$ cat config.mk
export PLATFORM = sky130hd
export DESIGN_NAME = delta_sample_channel
export DESIGN_NICKNAME = d
export VERILOG_FILES = /design/src/rtl/dsc_pkg.sv /design/src/rtl/dsc_rate_timer.sv /design/src/rtl/dsc_shifter.sv /design/src/rtl/dsc_level.sv /design/src/rtl/dsc_fetch_ctrl.sv /design/src/rtl/delta_sample_channel.sv
export SDC_FILE = /design/constraint.sdc
export NUM_CORES = 1
export LEC_CHECK = 0
export BUFFER_PORTS_ARGS = -buffer_cell sky130_fd_sc_hd__buf_2
export CORE_MARGIN = 5
export CORE_UTILIZATION = 33
export CTS_BUF_LIST = sky130_fd_sc_hd__clkbuf_16
export DETAILED_ROUTE_END_ITERATION = 16
export GPL_TIMING_DRIVEN = 0
export PLACE_DENSITY = 0.51
export RECOVER_POWER = 100
export SLEW_MARGIN = 30
export SYNTH_ARGS = -nofsm -noshare
export SYNTH_HDL_FRONTEND = slang
export SYNTH_HIERARCHICAL = 1
export SYNTH_SLANG_ARGS = --single-unit
$ cat constraint.sdc
create_clock -name clk -period 4.1 [get_ports clk]
set_clock_uncertainty 0.2 [all_clocks]
set_input_delay 0.82 -clock clk [delete_from_list [all_inputs] [get_ports clk]]
set_output_delay 0.82 -clock clk [all_outputs]
set_load 0.01 [all_outputs]
$ cat src/rtl/dsc_pkg.sv
package dsc_pkg;

   typedef enum logic [1:0] {
      SEL_CTRL  = 2'd0,
      SEL_LEVEL = 2'd1,
      SEL_START = 2'd2,
      SEL_LEN   = 2'd3
   } cfg_sel_e;

   localparam int RATE_IDX_W = 4;
   localparam int PERIOD_W   = 9;

   function automatic logic [PERIOD_W-1:0] period_main(input logic [RATE_IDX_W-1:0] i);
      case (i)
         4'd0:    return 9'd428;
         4'd1:    return 9'd380;
         4'd2:    return 9'd340;
         4'd3:    return 9'd320;
         4'd4:    return 9'd286;
         4'd5:    return 9'd254;
         4'd6:    return 9'd226;
         4'd7:    return 9'd214;
         4'd8:    return 9'd190;
         4'd9:    return 9'd160;
         4'd10:   return 9'd142;
         4'd11:   return 9'd128;
         4'd12:   return 9'd106;
         4'd13:   return 9'd84;
         4'd14:   return 9'd72;
         default: return 9'd54;
      endcase
   endfunction

   function automatic logic [PERIOD_W-1:0] period_alt(input logic [RATE_IDX_W-1:0] i);
      case (i)
         4'd0:    return 9'd398;
         4'd1:    return 9'd354;
         4'd2:    return 9'd316;
         4'd3:    return 9'd298;
         4'd4:    return 9'd276;
         4'd5:    return 9'd236;
         4'd6:    return 9'd210;
         4'd7:    return 9'd198;
         4'd8:    return 9'd176;
         4'd9:    return 9'd148;
         4'd10:   return 9'd132;
         4'd11:   return 9'd118;
         4'd12:   return 9'd98;
         4'd13:   return 9'd78;
         4'd14:   return 9'd66;
         default: return 9'd50;
      endcase
   endfunction

endpackage

$ cat src/rtl/dsc_rate_timer.sv
module dsc_rate_timer
   import dsc_pkg::*;
#(
   parameter int PER_W     = 9,
   parameter bit ALT_RATES = 1'b0
) (
   input  logic                  clk,
   input  logic                  rst_n,
   input  logic                  restart,
   input  logic [RATE_IDX_W-1:0] rate_idx,
   output logic                  tick
);

   logic [PER_W-1:0] period;
   logic [PER_W-1:0] cnt;

   generate
      if (PER_W < PERIOD_W) begin : g_bad_width
         $error("dsc_rate_timer: PER_W too small for period table");
      end
      if (ALT_RATES) begin : g_alt
         assign period = PER_W'(period_alt(rate_idx));
      end else begin : g_main
         assign period = PER_W'(period_main(rate_idx));
      end
   endgenerate

   assign tick = (cnt == period - PER_W'(1));

   always_ff @(posedge clk) begin
      if (!rst_n)       cnt <= '0;
      else if (restart) cnt <= '0;
      else if (tick)    cnt <= '0;
      else              cnt <= cnt + PER_W'(1);
   end

   // shortest period is far above one clock, so ticks never come back to back
   assert_tick_gap_R2: assert property (@(posedge clk) disable iff (!rst_n)
      tick |=> !tick);

endmodule

$ cat src/rtl/dsc_shifter.sv
module dsc_shifter #(
   parameter int DW = 8
) (
   input  logic          clk,
   input  logic          rst_n,
   input  logic          load,
   input  logic [DW-1:0] load_data,
   input  logic          tick,
   output logic          empty,
   output logic          step,
   output logic          bit_out
);

   localparam int CW = $clog2(DW + 1);

   logic [DW-1:0] sh;
   logic [CW-1:0] left;

   assign empty   = (left == '0);
   assign step    = tick && !empty;
   assign bit_out = sh[0];

   always_ff @(posedge clk) begin
      if (!rst_n) begin
         sh   <= '0;
         left <= '0;
      end else if (load) begin
         sh   <= load_data;
         left <= CW'(DW);
      end else if (step) begin
         sh   <= sh >> 1;
         left <= left - CW'(1);
      end
   end

   // a new byte only arrives into an empty shifter
   assert_load_empty_R5: assert property (@(posedge clk) disable iff (!rst_n)
      load |-> empty);

   // bit count never exceeds one byte
   assert_left_bound_R3: assert property (@(posedge clk) disable iff (!rst_n)
      left <= CW'(DW));

endmodule

$ cat src/rtl/dsc_level.sv
module dsc_level #(
   parameter int LVL_W = 6
) (
   input  logic           clk,
   input  logic           rst_n,
   input  logic           load,
   input  logic [LVL_W:0] load_val,
   input  logic           step,
   input  logic           up,
   output logic [LVL_W:0] level_out
);

   localparam logic [LVL_W-1:0] LMAX = {LVL_W{1'b1}};

   logic [LVL_W-1:0] lvl;
   logic             lsb;

   assign level_out = {lvl, lsb};

   always_ff @(posedge clk) begin
      if (!rst_n) begin
         lvl <= '0;
         lsb <= 1'b0;
      end else if (load) begin
         lvl <= load_val[LVL_W:1];
         lsb <= load_val[0];
      end else if (step) begin
         if (up && lvl != LMAX)       lvl <= lvl + LVL_W'(1);
         else if (!up && lvl != '0)   lvl <= lvl - LVL_W'(1);
      end
   end

   // without a load the level moves by at most one per cycle
   assert_step_le1_R3: assert property (@(posedge clk) disable iff (!rst_n)
      !$past(load) |-> (lvl == $past(lvl) || lvl == LVL_W'($past(lvl) + LVL_W'(1))
                        || lvl == LVL_W'($past(lvl) - LVL_W'(1))));

   // saturation, never wraps past the top or bottom
   assert_no_wrap_top_R3: assert property (@(posedge clk) disable iff (!rst_n)
      ($past(lvl) == LMAX && !$past(load)) |-> lvl != '0);
   assert_no_wrap_bot_R3: assert property (@(posedge clk) disable iff (!rst_n)
      ($past(lvl) == '0 && !$past(load)) |-> lvl != LMAX);

endmodule

$ cat src/rtl/dsc_fetch_ctrl.sv
module dsc_fetch_ctrl #(
   parameter int ADDR_W = 16,
   parameter int LEN_W  = 8,
   parameter int OFS_SH = 6
) (
   input  logic              clk,
   input  logic              rst_n,
   input  logic [LEN_W-1:0]  start_field,
   input  logic [LEN_W-1:0]  len_field,
   input  logic              loop_en,
   input  logic              irq_mode,
   input  logic              start_wr,
   input  logic              stop_wr,
   input  logic              shifter_empty,
   input  logic              mem_valid,
   output logic              mem_req,
   output logic [ADDR_W-1:0] mem_addr,
   output logic              fetch_done,
   output logic              active,
   output logic              irq
);

   localparam int CNT_W = LEN_W + 5;
   localparam logic [ADDR_W-1:0] BASE   = ADDR_W'(3) << (ADDR_W - 2);
   localparam logic [ADDR_W-1:0] TOPBIT = ADDR_W'(1) << (ADDR_W - 1);

   logic [ADDR_W-1:0] cur_addr;
   logic [CNT_W-1:0]  remain;
   logic [ADDR_W-1:0] start_val;
   logic [CNT_W-1:0]  cnt_init;
   logic [ADDR_W-1:0] next_addr;

   assign start_val  = BASE | (ADDR_W'(start_field) << OFS_SH);
   assign cnt_init   = (CNT_W'(len_field) << 4) + CNT_W'(1);
   assign next_addr  = (cur_addr + ADDR_W'(1)) | TOPBIT;
   assign mem_req    = active && shifter_empty;
   assign mem_addr   = cur_addr;
   assign fetch_done = mem_req && mem_valid;

   always_ff @(posedge clk) begin
      if (!rst_n) begin
         cur_addr <= '0;
         remain   <= '0;
         active   <= 1'b0;
         irq      <= 1'b0;
      end else begin
         if (fetch_done) begin
            if (remain == CNT_W'(1)) begin
               if (loop_en) begin
                  cur_addr <= start_val;
                  remain   <= cnt_init;
               end else begin
                  active <= 1'b0;
                  irq    <= irq_mode;
               end
            end else begin
               cur_addr <= next_addr;
               remain   <= remain - CNT_W'(1);
            end
         end
         if (start_wr && !active) begin
            active   <= 1'b1;
            cur_addr <= start_val;
            remain   <= cnt_init;
            irq      <= 1'b0;
         end
         if (stop_wr) active <= 1'b0;
      end
   end

   // every requested address lies in the upper half
   assert_req_upper_R6: assert property (@(posedge clk) disable iff (!rst_n)
      mem_req |-> mem_addr[ADDR_W-1]);

   // the interrupt only rises as playback ends
   assert_irq_at_end_R7: assert property (@(posedge clk) disable iff (!rst_n)
      $rose(irq) |-> $fell(active));

   // an active transfer always has bytes left
   assert_remain_live_R5: assert property (@(posedge clk) disable iff (!rst_n)
      active |-> remain != '0);

endmodule

$ cat src/rtl/delta_sample_channel.sv
module delta_sample_channel
   import dsc_pkg::*;
#(
   parameter int ADDR_W    = 16,
   parameter int DATA_W    = 8,
   parameter int LVL_W     = 6,
   parameter int PER_W     = 9,
   parameter bit ALT_RATES = 1'b0
) (
   input  logic              clk,
   input  logic              rst_n,
   input  logic              cfg_wr,
   input  logic [1:0]        cfg_sel,
   input  logic [DATA_W-1:0] cfg_data,
   input  logic              en_wr,
   input  logic              en_bit,
   output logic              mem_req,
   output logic [ADDR_W-1:0] mem_addr,
   input  logic [DATA_W-1:0] mem_data,
   input  logic              mem_valid,
   output logic [LVL_W:0]    level_out,
   output logic              active,
   output logic              irq
);

   localparam int OFS_SH = 6;

   generate
      if (ADDR_W < DATA_W + OFS_SH + 2) begin : g_bad_addr
         $error("delta_sample_channel: ADDR_W too small for start field");
      end
      if (LVL_W + 1 > DATA_W) begin : g_bad_lvl
         $error("delta_sample_channel: level wider than write data");
      end
   endgenerate

   logic [1:0]            mode;
   logic [RATE_IDX_W-1:0] rate_idx;
   logic [DATA_W-1:0]     start_field;
   logic [DATA_W-1:0]     len_field;

   logic wr_ctrl, wr_level;
   logic tick, empty, step, bit_now, fetch_done;

   assign wr_ctrl  = cfg_wr && (cfg_sel == SEL_CTRL);
   assign wr_level = cfg_wr && (cfg_sel == SEL_LEVEL);

   always_ff @(posedge clk) begin
      if (!rst_n) begin
         mode        <= '0;
         rate_idx    <= '0;
         start_field <= '0;
         len_field   <= '0;
      end else if (cfg_wr) begin
         case (cfg_sel)
            SEL_CTRL: begin
               mode     <= cfg_data[7:6];
               rate_idx <= cfg_data[RATE_IDX_W-1:0];
            end
            SEL_START: start_field <= cfg_data;
            SEL_LEN:   len_field   <= cfg_data;
            default: ;
         endcase
      end
   end

   dsc_rate_timer #(.PER_W(PER_W), .ALT_RATES(ALT_RATES)) u_timer (
      .clk      (clk),
      .rst_n    (rst_n),
      .restart  (wr_ctrl),
      .rate_idx (rate_idx),
      .tick     (tick)
   );

   dsc_fetch_ctrl #(.ADDR_W(ADDR_W), .LEN_W(DATA_W), .OFS_SH(OFS_SH)) u_fetch (
      .clk           (clk),
      .rst_n         (rst_n),
      .start_field   (start_field),
      .len_field     (len_field),
      .loop_en       (mode[0]),
      .irq_mode      (mode == 2'd2),
      .start_wr      (en_wr && en_bit),
      .stop_wr       (en_wr && !en_bit),
      .shifter_empty (empty),
      .mem_valid     (mem_valid),
      .mem_req       (mem_req),
      .mem_addr      (mem_addr),
      .fetch_done    (fetch_done),
      .active        (active),
      .irq           (irq)
   );

   dsc_shifter #(.DW(DATA_W)) u_shift (
      .clk       (clk),
      .rst_n     (rst_n),
      .load      (fetch_done),
      .load_data (mem_data),
      .tick      (tick),
      .empty     (empty),
      .step      (step),
      .bit_out   (bit_now)
   );

   dsc_level #(.LVL_W(LVL_W)) u_level (
      .clk       (clk),
      .rst_n     (rst_n),
      .load      (wr_level),
      .load_val  (cfg_data[LVL_W:0]),
      .step      (step),
      .up        (bit_now),
      .level_out (level_out)
   );

   // requests never appear while stopped
   assert_req_when_active_R5: assert property (@(posedge clk) disable iff (!rst_n)
      mem_req |-> active);

endmodule

==> metrics.log, run 1 <==
[metrics] run status: completed
[metrics] critical-path cell with the highest stage delay: sky130_fd_sc_hd__dfxtp_4
[metrics] async set or reset register ratio after synthesis: 0
[metrics] number of global-route vias before repair: about 4,200
[metrics] number of antenna violations at the first check in global routing: 0
[metrics] per-cell routed wire length: ~16 um
[metrics] final routed DRC violation total: 0
[metrics] CTS root buffer: sky130_fd_sc_hd__clkbuf_16
[metrics] crit share post-route: 0.9555
[metrics] Yosys warning count: 6
[metrics] number of enable-type register cells in the synthesized netlist: 0
[metrics] Net Count, Synth: between 600 and 700
[metrics] worst min path class: reg -> reg
[metrics] standard-cell row count: between 40 and 50
[metrics] wire length of the first global-routing pass: around 21,000 um
[metrics] leakage power figure: about 0.0022 uW
[metrics] Core Box Area: 0.01437 sq mm
[metrics] Mapped Cells: 559
[metrics] data arrival time of the critical path: 3.98 ns
[metrics] crit path launch type: flip-flop
[metrics] Main synth FF type: sky130_fd_sc_hd__dfxtp_1
[metrics] Die W: 130.5 um
[metrics] worst-path maximum fanout: 6
[metrics] iteration count of the initial detailed-routing pass: 5
[metrics] total of max-cap violations: 0
[metrics] worst max-slew margin expressed relative to the limit: 0.3807
[metrics] Period minus WS final: between 3 and 4 ns
[metrics] required time at the endpoint of the critical path: around 4.2 ns
[metrics] Die ar.: around 0.017 sq mm
[metrics] grt met2 use: 0.2411
[metrics] TritonCTS Sinks: 81
[metrics] CP Launch Point: rate_idx[0]$_SDFFE_PN0P_
[metrics] initial cell density of the core: 0.3332
[metrics] met1 usage: 0.2133
[metrics] sequential share of the synthesized area: 0.3386
[metrics] cell area after synthesis: roughly 0.0048 sq mm
[metrics] Antenna diodes: 0
[metrics] post-synth cell types: between 70 and 80
[metrics] most instantiated cells after synthesis: 81 x sky130_fd_sc_hd__dfxtp_1, 73 x sky130_fd_sc_hd__nand2_1, 36 x sky130_fd_sc_hd__nor2_1, 35 x sky130_fd_sc_hd__a21oi_1, 25 x sky130_fd_sc_hd__nand3_1
[metrics] pin slew with the least headroom to its limit: a little over 0.9 ns
[metrics] CTS tree: done
[metrics] Design Area, Final: between 0.005 and 0.006 sq mm
[metrics] grt ovf: 0
[metrics] # setup viols final: 0
[metrics] layout cells sized above 1: 0.1487
[metrics] CP top delay family: compound AO/OA/AOI/OAI gates
[metrics] count of input and output buffers: 49
[metrics] crit path capture type: flip-flop
[metrics] largest area contributor in the synthesized netlist: sky130_fd_sc_hd__dfxtp_1
[metrics] kind of critical path: reg -> reg
[metrics] most frequently used cell type in the post-synthesis netlist: sky130_fd_sc_hd__dfxtp_1
[metrics] power density relative to cell area: between 300 and 400 mW/mm^2
[metrics] detailed-route vias per instance: 5.327
[metrics] GR Util All Layers: 0.1544
[metrics] number of standard cells in the layout, taps in and fillers out: roughly 820
[metrics] fraction of post-synthesis cell area in the top cell type by area: 0.3386
[metrics] final hold violations: 0
[metrics] pre-CTS worst setup slack: -0.5017 ns
[metrics] drt first-iter violations: about 260
[metrics] worst flop-to-flop path startpoint: rate_idx[0]$_SDFFE_PN0P_
[metrics] Critical Path Max Stage Delay: 0.37 ns
[metrics] maximum ir drop on the vdd rail: 226.8 uV
[metrics] number of H-tree levels: 3
[metrics] busiest grt layer: met2
[metrics] worst min-delay path startpoint: len_field[4]$_SDFFE_PN0P_
[metrics] Area Overhead vs Synth: 18.29%
[metrics] net count reported at finish: 670
[metrics] Final Total Pwr: ~2200 uW
[metrics] Routability Congestion: between 0.8 and 0.9
[metrics] top cells by area, synth: sky130_fd_sc_hd__dfxtp_1 34%, sky130_fd_sc_hd__nand2_1 5.7%, sky130_fd_sc_hd__mux2i_1 5.0%
[metrics] Die Ht: roughly 130 um
[metrics] met3 GRT Util: 0.02358
[metrics] clock transition at the registers of the reported paths: around 0.060 ns
[metrics] clock network latency to the later pin of the worst-skew pair: around 0.34 ns
[metrics] post-synthesis register bit count: 81
[metrics] number of ports placed on the die boundary: 50
[metrics] routed wire length: approximately 13,000 um
[metrics] number of placed cells counting well taps: slightly below 800
[metrics] max-slew violation count: 0
[metrics] worst path cell trace: clkinvlp_4 -> ha_2 -> mux2_2 -> mux2_2 -> ha_1 -> xor2_1 -> xnor2_1 -> nand4_1 -> a311oi_4 -> and2_4 -> inv_1 -> nor2_2 -> inv_1 -> a41o_2 -> a21oi_4 -> buf_4 -> nand3_1 -> o211ai_1
[metrics] synthesized area per cell: about 8.6 sq um
[metrics] maximum number of pins on one net before global-route repair: 19
[metrics] Bufs on Longest Clock Path: 2
[metrics] via count of the routed design: 4,347
[metrics] crit path buf inv count: 4
[metrics] cts bufs inserted: 9
[metrics] placed wire-length estimate: 9497 um
[metrics] post-route antenna net violation count: 0
[metrics] worst setup margin: between 0.15 and 0.2 ns
[metrics] hold_buf cts: 0
[metrics] maximum clock frequency: 0.2553 GHz
[metrics] cell area after placement: between 0.005 and 0.006 sq mm
stage by stage:
stage	setup TNS [ns]	hold slack, ns	utilization
detailed placement	-3.262	0.2554	0.3663
CTS	0	0.2643	0.3922
global route	-0.01325	0.2932	0.3942
finish	0	0.2598	0.3942
global placement	-2.283	0.2488	0.3663
floorplan	0	0.2302	-
placed cells by master (no fill, tap or decap), types with 17 or more instances in the layout:
master / n
sky130_fd_sc_hd__clkbuf_1: 42
sky130_fd_sc_hd__dfxtp_1: 79
sky130_fd_sc_hd__a21oi_1: 36
sky130_fd_sc_hd__nor3_1: 17
sky130_fd_sc_hd__nor2_1: 35
sky130_fd_sc_hd__mux2i_1: 24
sky130_fd_sc_hd__nand3_1: 25
sky130_fd_sc_hd__xnor2_1: 19
sky130_fd_sc_hd__nand2_1: 73
sky130_fd_sc_hd__buf_2: 24
repair_timing:
action                                 4_1_cts  5_1_grt
pin swaps                                    2        5
buffers inserted                             4        5
cloned                                       0        0
endpoints found under the hold margin        0        0
setup endpoints to repair                   13        6
gates resized for setup                      5       10
layout make-up:
cell class / instances / area (sq um)
fillers: 1477 / 8705
repair buffers: 58 / 279.0
flip-flops and latches: 81 / 1627
clock buffers: 9 / 225.2
clock inverters: 6 / 107.6
inverters: 17 / 67.56
plain buffers: 28 / 175.2
multi-input cells: 433 / 2953
well taps: 184 / 230.2
sequential cells by signal (all words and copies together) (netlist names):
register,cells
u_fetch/mem_addr,16
u_fetch/remain,13
u_timer/cnt,9
len_field,8
start_field,8
u_shift/sh,8
u_level/lvl,6
rate_idx,4
u_shift/left,4
mode,2
u_fetch/active,1
u_fetch/irq,1
u_level/lsb,1
report_power, final:
group	total (uW)	internal (uW)	switching [uW]
sequential	861	822	39.9
combinational	386	158	228
clock	913	589	324
tightest hold or removal path, cell delays in order (launching register included):
cell and delay [ns]:
sky130_fd_sc_hd__dfxtp_1 0.31, sky130_fd_sc_hd__nand2_1 0.05, sky130_fd_sc_hd__mux2i_1 0.05
cells by family (layout without fill, tap and decap cells):
family | count (synthesis) | after routing | share of synthesized area
buffers and inverters | 45 | 118 | 0.05121
XOR/XNOR | 34 | 34 | 0.06219
multiplexers | 27 | 27 | 0.05958
flip-flops | 81 | 81 | 0.3386
AO/OA/AOI/OAI | 126 | 126 | 0.1960
adder cells (fa/ha/maj) | 18 | 18 | 0.04860
AND/OR/NAND/NOR | 228 | 228 | 0.2438
final timing paths:
check,endpoint,slack (ns),cells past startpoint
worst max-delay path,u_level/lvl[5]$_SDFFE_PN0P_,0.18,18
worst min-delay path,len_field[4]$_SDFFE_PN0P_,0.26,2
worst max register to register,u_level/lvl[5]$_SDFFE_PN0P_,0.18,18
worst min register to register,len_field[4]$_SDFFE_PN0P_,0.26,2
layer usage:
layer  share of wire  wire length [um]  vias to the layer above
met5               0                 0                        -
met4           0.019               250                        0
met3           0.037               476                       22
met2            0.46              5902                       93
met1            0.49              6292                     2071
li1                -                 -                     2161
No activity file was read; power rests on OpenSTA's default activity.
==> run 2, diff against run 1 <==
Settings changed: ABC_AREA set to 1, PLACE_DENSITY 0.51 to 0.5.
==> run 2 against run 1 <==
Combinational power increased by 5.4%. Critical path depth stayed put. Largest power group unchanged. Synthesized cell count is 54% higher. Routed wire length up 7.9%. Die area grew 12%. Cell count increased by 40%. Highest routed layer unchanged. Worst hold slack better by 0.0034 ns.
==> metrics.log, run 2 <==
[metrics] run status: completed
[metrics] iteration count of the initial detailed-routing pass: 4
[metrics] busiest grt layer: met2
[metrics] setup repair after global routing missed its margin: no
[metrics] drt first-iter violations: approximately 210
[metrics] Yosys warning count: 6
[metrics] leakage power figure: roughly 0.0027 uW
[metrics] net switching power: approximately 640 uW
[metrics] commonest non-fill, non-tap cell in the layout: sky130_fd_sc_hd__nand2_1
[metrics] cts bufs inserted: 9
[metrics] crit path launch type: flip-flop
[metrics] GR Util All Layers: 0.1482
[metrics] depth of the most critical reg-to-reg path: 18
[metrics] async set or reset register ratio after synthesis: 0
[metrics] met3 GRT Util: 0.02897
[metrics] final-layout setup total negative slack: 0 ns
[metrics] Bufs on Longest Clock Path: 2
[metrics] number of flip-flops under the largest register name: 16
[metrics] post-synth cell types: 37
[metrics] pin slew with the least headroom to its limit: 1.067 ns
[metrics] clock network latency to the later pin of the worst-skew pair: approximately 0.35 ns
[metrics] Antenna diodes: 0
[metrics] Critical Path Max Stage Delay: a little under 0.4 ns
[metrics] internal power: 1501 uW
[metrics] kind of critical path: reg -> reg
[metrics] cell area after placement: ~0.0059 sq mm
[metrics] via count of the routed design: 5,080
[metrics] Design Area, Final: between 0.006 and 0.007 sq mm
[metrics] Mapped Cells: around 860
[metrics] data arrival time of the critical path: between 3 and 4 ns
[metrics] setup slack of the worst register-to-register path: approximately 0.52 ns
[metrics] CTS tree: done
[metrics] combinational share of power: 0.190
[metrics] Die ar.: 0.01907 sq mm
[metrics] per-cell routed wire length: between 10 and 15 um
[metrics] Core Box Area: approximately 0.016 sq mm
[metrics] crit share post-route: 0.8729
[metrics] proportion of power drawn by the clock network: 0.409
[metrics] largest area contributor in the synthesized netlist: sky130_fd_sc_hd__dfxtp_1
[metrics] number of antenna violations at the first check in global routing: 0
[metrics] worst min-delay path endpoint: u_fetch/mem_addr[15]$_SDFFE_PN0P_
[metrics] net count reported at finish: 961
[metrics] worst flop-to-flop path startpoint: rate_idx[0]$_SDFFE_PN0P_
[metrics] TritonCTS Sinks: between 80 and 90
[metrics] detailed-route vias per instance: 4.456
[metrics] number of ports placed on the die boundary: 50
[metrics] Seq pwr share: 0.401
[metrics] # Post-CTS Setup Buffers: 0
[metrics] cell depth of the worst hold path: 2
[metrics] met1 usage: 0.2015
[metrics] worst reg2reg path endpoint: u_level/lvl[2]$_SDFFE_PN0P_
[metrics] worst min path class: reg -> reg
[metrics] fraction of post-synthesis cell area in the top cell type by area: 0.2994
[metrics] total of max-cap violations: 0
[metrics] sequential share of the synthesized area: 0.2994
[metrics] post-synthesis register bit count: about 80
[metrics] hold_buf cts: 0
[metrics] wire length of the first global-routing pass: 23,710 um
[metrics] power density relative to cell area: 349.5 mW/mm^2
[metrics] # setup viols final: 0
[metrics] Area Overhead vs Synth: 13.35%
[metrics] Die Ht: about 140 um
[metrics] CTS root buffer: sky130_fd_sc_hd__clkbuf_16
[metrics] layout cells sized above 1: 0.1147
[metrics] crit path capture type: flip-flop
[metrics] grt ovf: 0
[metrics] Main synth FF type: sky130_fd_sc_hd__dfxtp_1
[metrics] critical-path cell with the highest stage delay: sky130_fd_sc_hd__a21oi_2
[metrics] final routed DRC violation total: 0
[metrics] maximum clock frequency: between 0.2 and 0.3 GHz
[metrics] clock transition at the registers of the reported paths: 0.07 ns
[metrics] placed wire-length estimate: around 11,000 um
[metrics] maximum ir drop on the vdd rail: a little over 200 uV
[metrics] top cells by area, synth: sky130_fd_sc_hd__dfxtp_1 30%, sky130_fd_sc_hd__nand2_1 16%, sky130_fd_sc_hd__nor2_1 8.3%
[metrics] worst max-slew margin expressed relative to the limit: 0.2886
[metrics] standard-cell row count: 46
[metrics] synthesized area per cell: approximately 6.3 sq um
[metrics] final hold violations: 0
[metrics] worst path cell trace: inv_1 -> ha_1 -> nand3_1 -> nand2_1 -> ha_1 -> xor2_1 -> nand4_1 -> nor2_1 -> nand2_1 -> nor2_1 -> nand3_1 -> inv_1 -> inv_1 -> a21oi_2 -> nand2_4 -> nand2_2 -> nand2_1 -> a21oi_1
[metrics] worst-path maximum fanout: 9
[metrics] CTS resizes: 0
[metrics] fill cell instance count of the final layout: about 1,900
[metrics] post-route antenna net violation count: 0
[metrics] required time at the endpoint of the critical path: 4.17 ns
[metrics] initial cell density of the core: 0.3384
[metrics] number of global-route vias before repair: 4,780
[metrics] most used cells in the layout excluding fill and tap cells: 238 x sky130_fd_sc_hd__nand2_1, 122 x sky130_fd_sc_hd__nor2_1, 116 x sky130_fd_sc_hd__inv_1
[metrics] most instantiated cells after synthesis: 233 x sky130_fd_sc_hd__nand2_1, 120 x sky130_fd_sc_hd__nor2_1, 114 x sky130_fd_sc_hd__inv_1, 84 x sky130_fd_sc_hd__nand3_1, 81 x sky130_fd_sc_hd__dfxtp_1
[metrics] grt met2 use: 0.2400
[metrics] routed wire length: 13,950 um
[metrics] most frequently used cell type in the post-synthesis netlist: sky130_fd_sc_hd__nand2_1
[metrics] cell area after synthesis: approximately 0.0054 sq mm
[metrics] maximum number of pins on one net before global-route repair: 20
[metrics] Sw Ratio: 0.3004
[metrics] Period minus WS final: between 3 and 4 ns
[metrics] Routability Congestion: roughly 0.78
[metrics] number of enable-type register cells in the synthesized netlist: 0
[metrics] Die W: about 140 um
[metrics] worst min-delay path startpoint: u_fetch/mem_addr[15]$_SDFFE_PN0P_
[metrics] count of input and output buffers: 49
[metrics] Net Count, Synth: 901
[metrics] number of H-tree levels: 3
[metrics] max-slew violation count: 0
## run 2: changes by cell type after synthesis, sizes merged, moves of 9 or more
cell / previous run / this run
nand2: 73 / 254
inv: 17 / 124
nor2: 37 / 143
nand3: 26 / 90
mux2i: 24 / 1
o21ai: 13 / 32
and3: 13 / 0
xnor2: 19 / 6
a21boi: 12 / 0
nand2b: 12 / 0
nor2b: 10 / 0
nor3: 17 / 7
clkbuf: 12 / 3
nor4: 9 / 0
## run 2: how the worst max path moves through the flow
stage                                  endpoint  slack [ns]                      from  depth (start not counted)
CTS                 u_level/lvl[2]$_SDFFE_PN0P_        0.53  rate_idx[0]$_SDFFE_PN0P_                         18
detailed placement  u_level/lvl[2]$_SDFFE_PN0P_        0.58  rate_idx[0]$_SDFFE_PN0P_                         18
floorplan           u_level/lvl[2]$_SDFFE_PN0P_        1.11  rate_idx[0]$_SDFFE_PN0P_                         19
finish              u_level/lvl[2]$_SDFFE_PN0P_        0.52  rate_idx[0]$_SDFFE_PN0P_                         18
global route        u_level/lvl[2]$_SDFFE_PN0P_        0.12  rate_idx[0]$_SDFFE_PN0P_                         18
global placement    u_level/lvl[2]$_SDFFE_PN0P_        0.55  rate_idx[0]$_SDFFE_PN0P_                         18
## run 2: power by group through the flow
stage               combinational, uW  sequential [uW]  clock (uW)
floorplan                         314              873           0
global placement                  421              880           0
detailed placement                419              879           0
CTS                               421              862         909
global route                      468              868         940
finish                            407              861         877
## run 2: per-layer routing
layer  part of all wire  routed length, um  vias up
met1               0.51               7084     2217
met4              0.012                173        0
met2               0.45               6227       50
met5                  0                  0        -
li1                   -                  -     2802
met3              0.033                460       11
## run 2: through the flow
| step | instances | total power (uW) | hold slack (ns) | setup slack [ns] | utilization |
|---|---|---|---|---|---|
| 6_report | 1140 | 2145 | 0.2632 | 0.5211 | 0.3836 |
| 5_1_grt | 1140 | 2275 | 0.2990 | 0.1215 | 0.3836 |
| 4_1_cts | 1140 | 2192 | 0.2633 | 0.5314 | 0.3906 |
| 3_5_place_dp | 1124 | 1298 | 0.2482 | 0.5786 | 0.3707 |
| 3_3_place_gp | 1124 | 1301 | 0.2478 | 0.5473 | 0.3707 |
| 2_1_floorplan | 859 | 1187 | 0.2391 | 1.107 | - |
## run 2: worst max-delay path: cells and delay by family (launching register included)
kind | cells | cell delay (ns)
adders and majority gates | 2 | 0.69
and+or+nand+nor | 10 | 1.21
AOI/OAI and AO/OA | 2 | 0.54
DFF | 1 | 0.38
buffers and inverters | 3 | 0.34
xor gates and xnor gates | 1 | 0.14
## run 2: area by class of cell
class / count / area, sq um / share of cell area
buffer: 20 / 122.6 / 0.01998
clock buffer: 9 / 225.2 / 0.03669
clock inverter: 7 / 93.84 / 0.01529
inverter: 125 / 484.2 / 0.07888
multi-input combinational: 633 / 3109 / 0.5065
sequential: 81 / 1622 / 0.2642
tap: 216 / 270.3 / 0.04403
timing repair buffer: 49 / 211.5 / 0.03445
## run 2: cells by family (layout without fill, tap and decap cells)
family / count (synthesis) / in the layout / synth area share
compound gates: 77 / 77 / 0.07440
xor+xnor: 18 / 18 / 0.02911
fa+ha+maj: 18 / 18 / 0.04298
buf+inv: 145 / 210 / 0.1185
flops: 81 / 81 / 0.2994
mux: 1 / 1 / 0.001849
simple gates: 519 / 519 / 0.4337
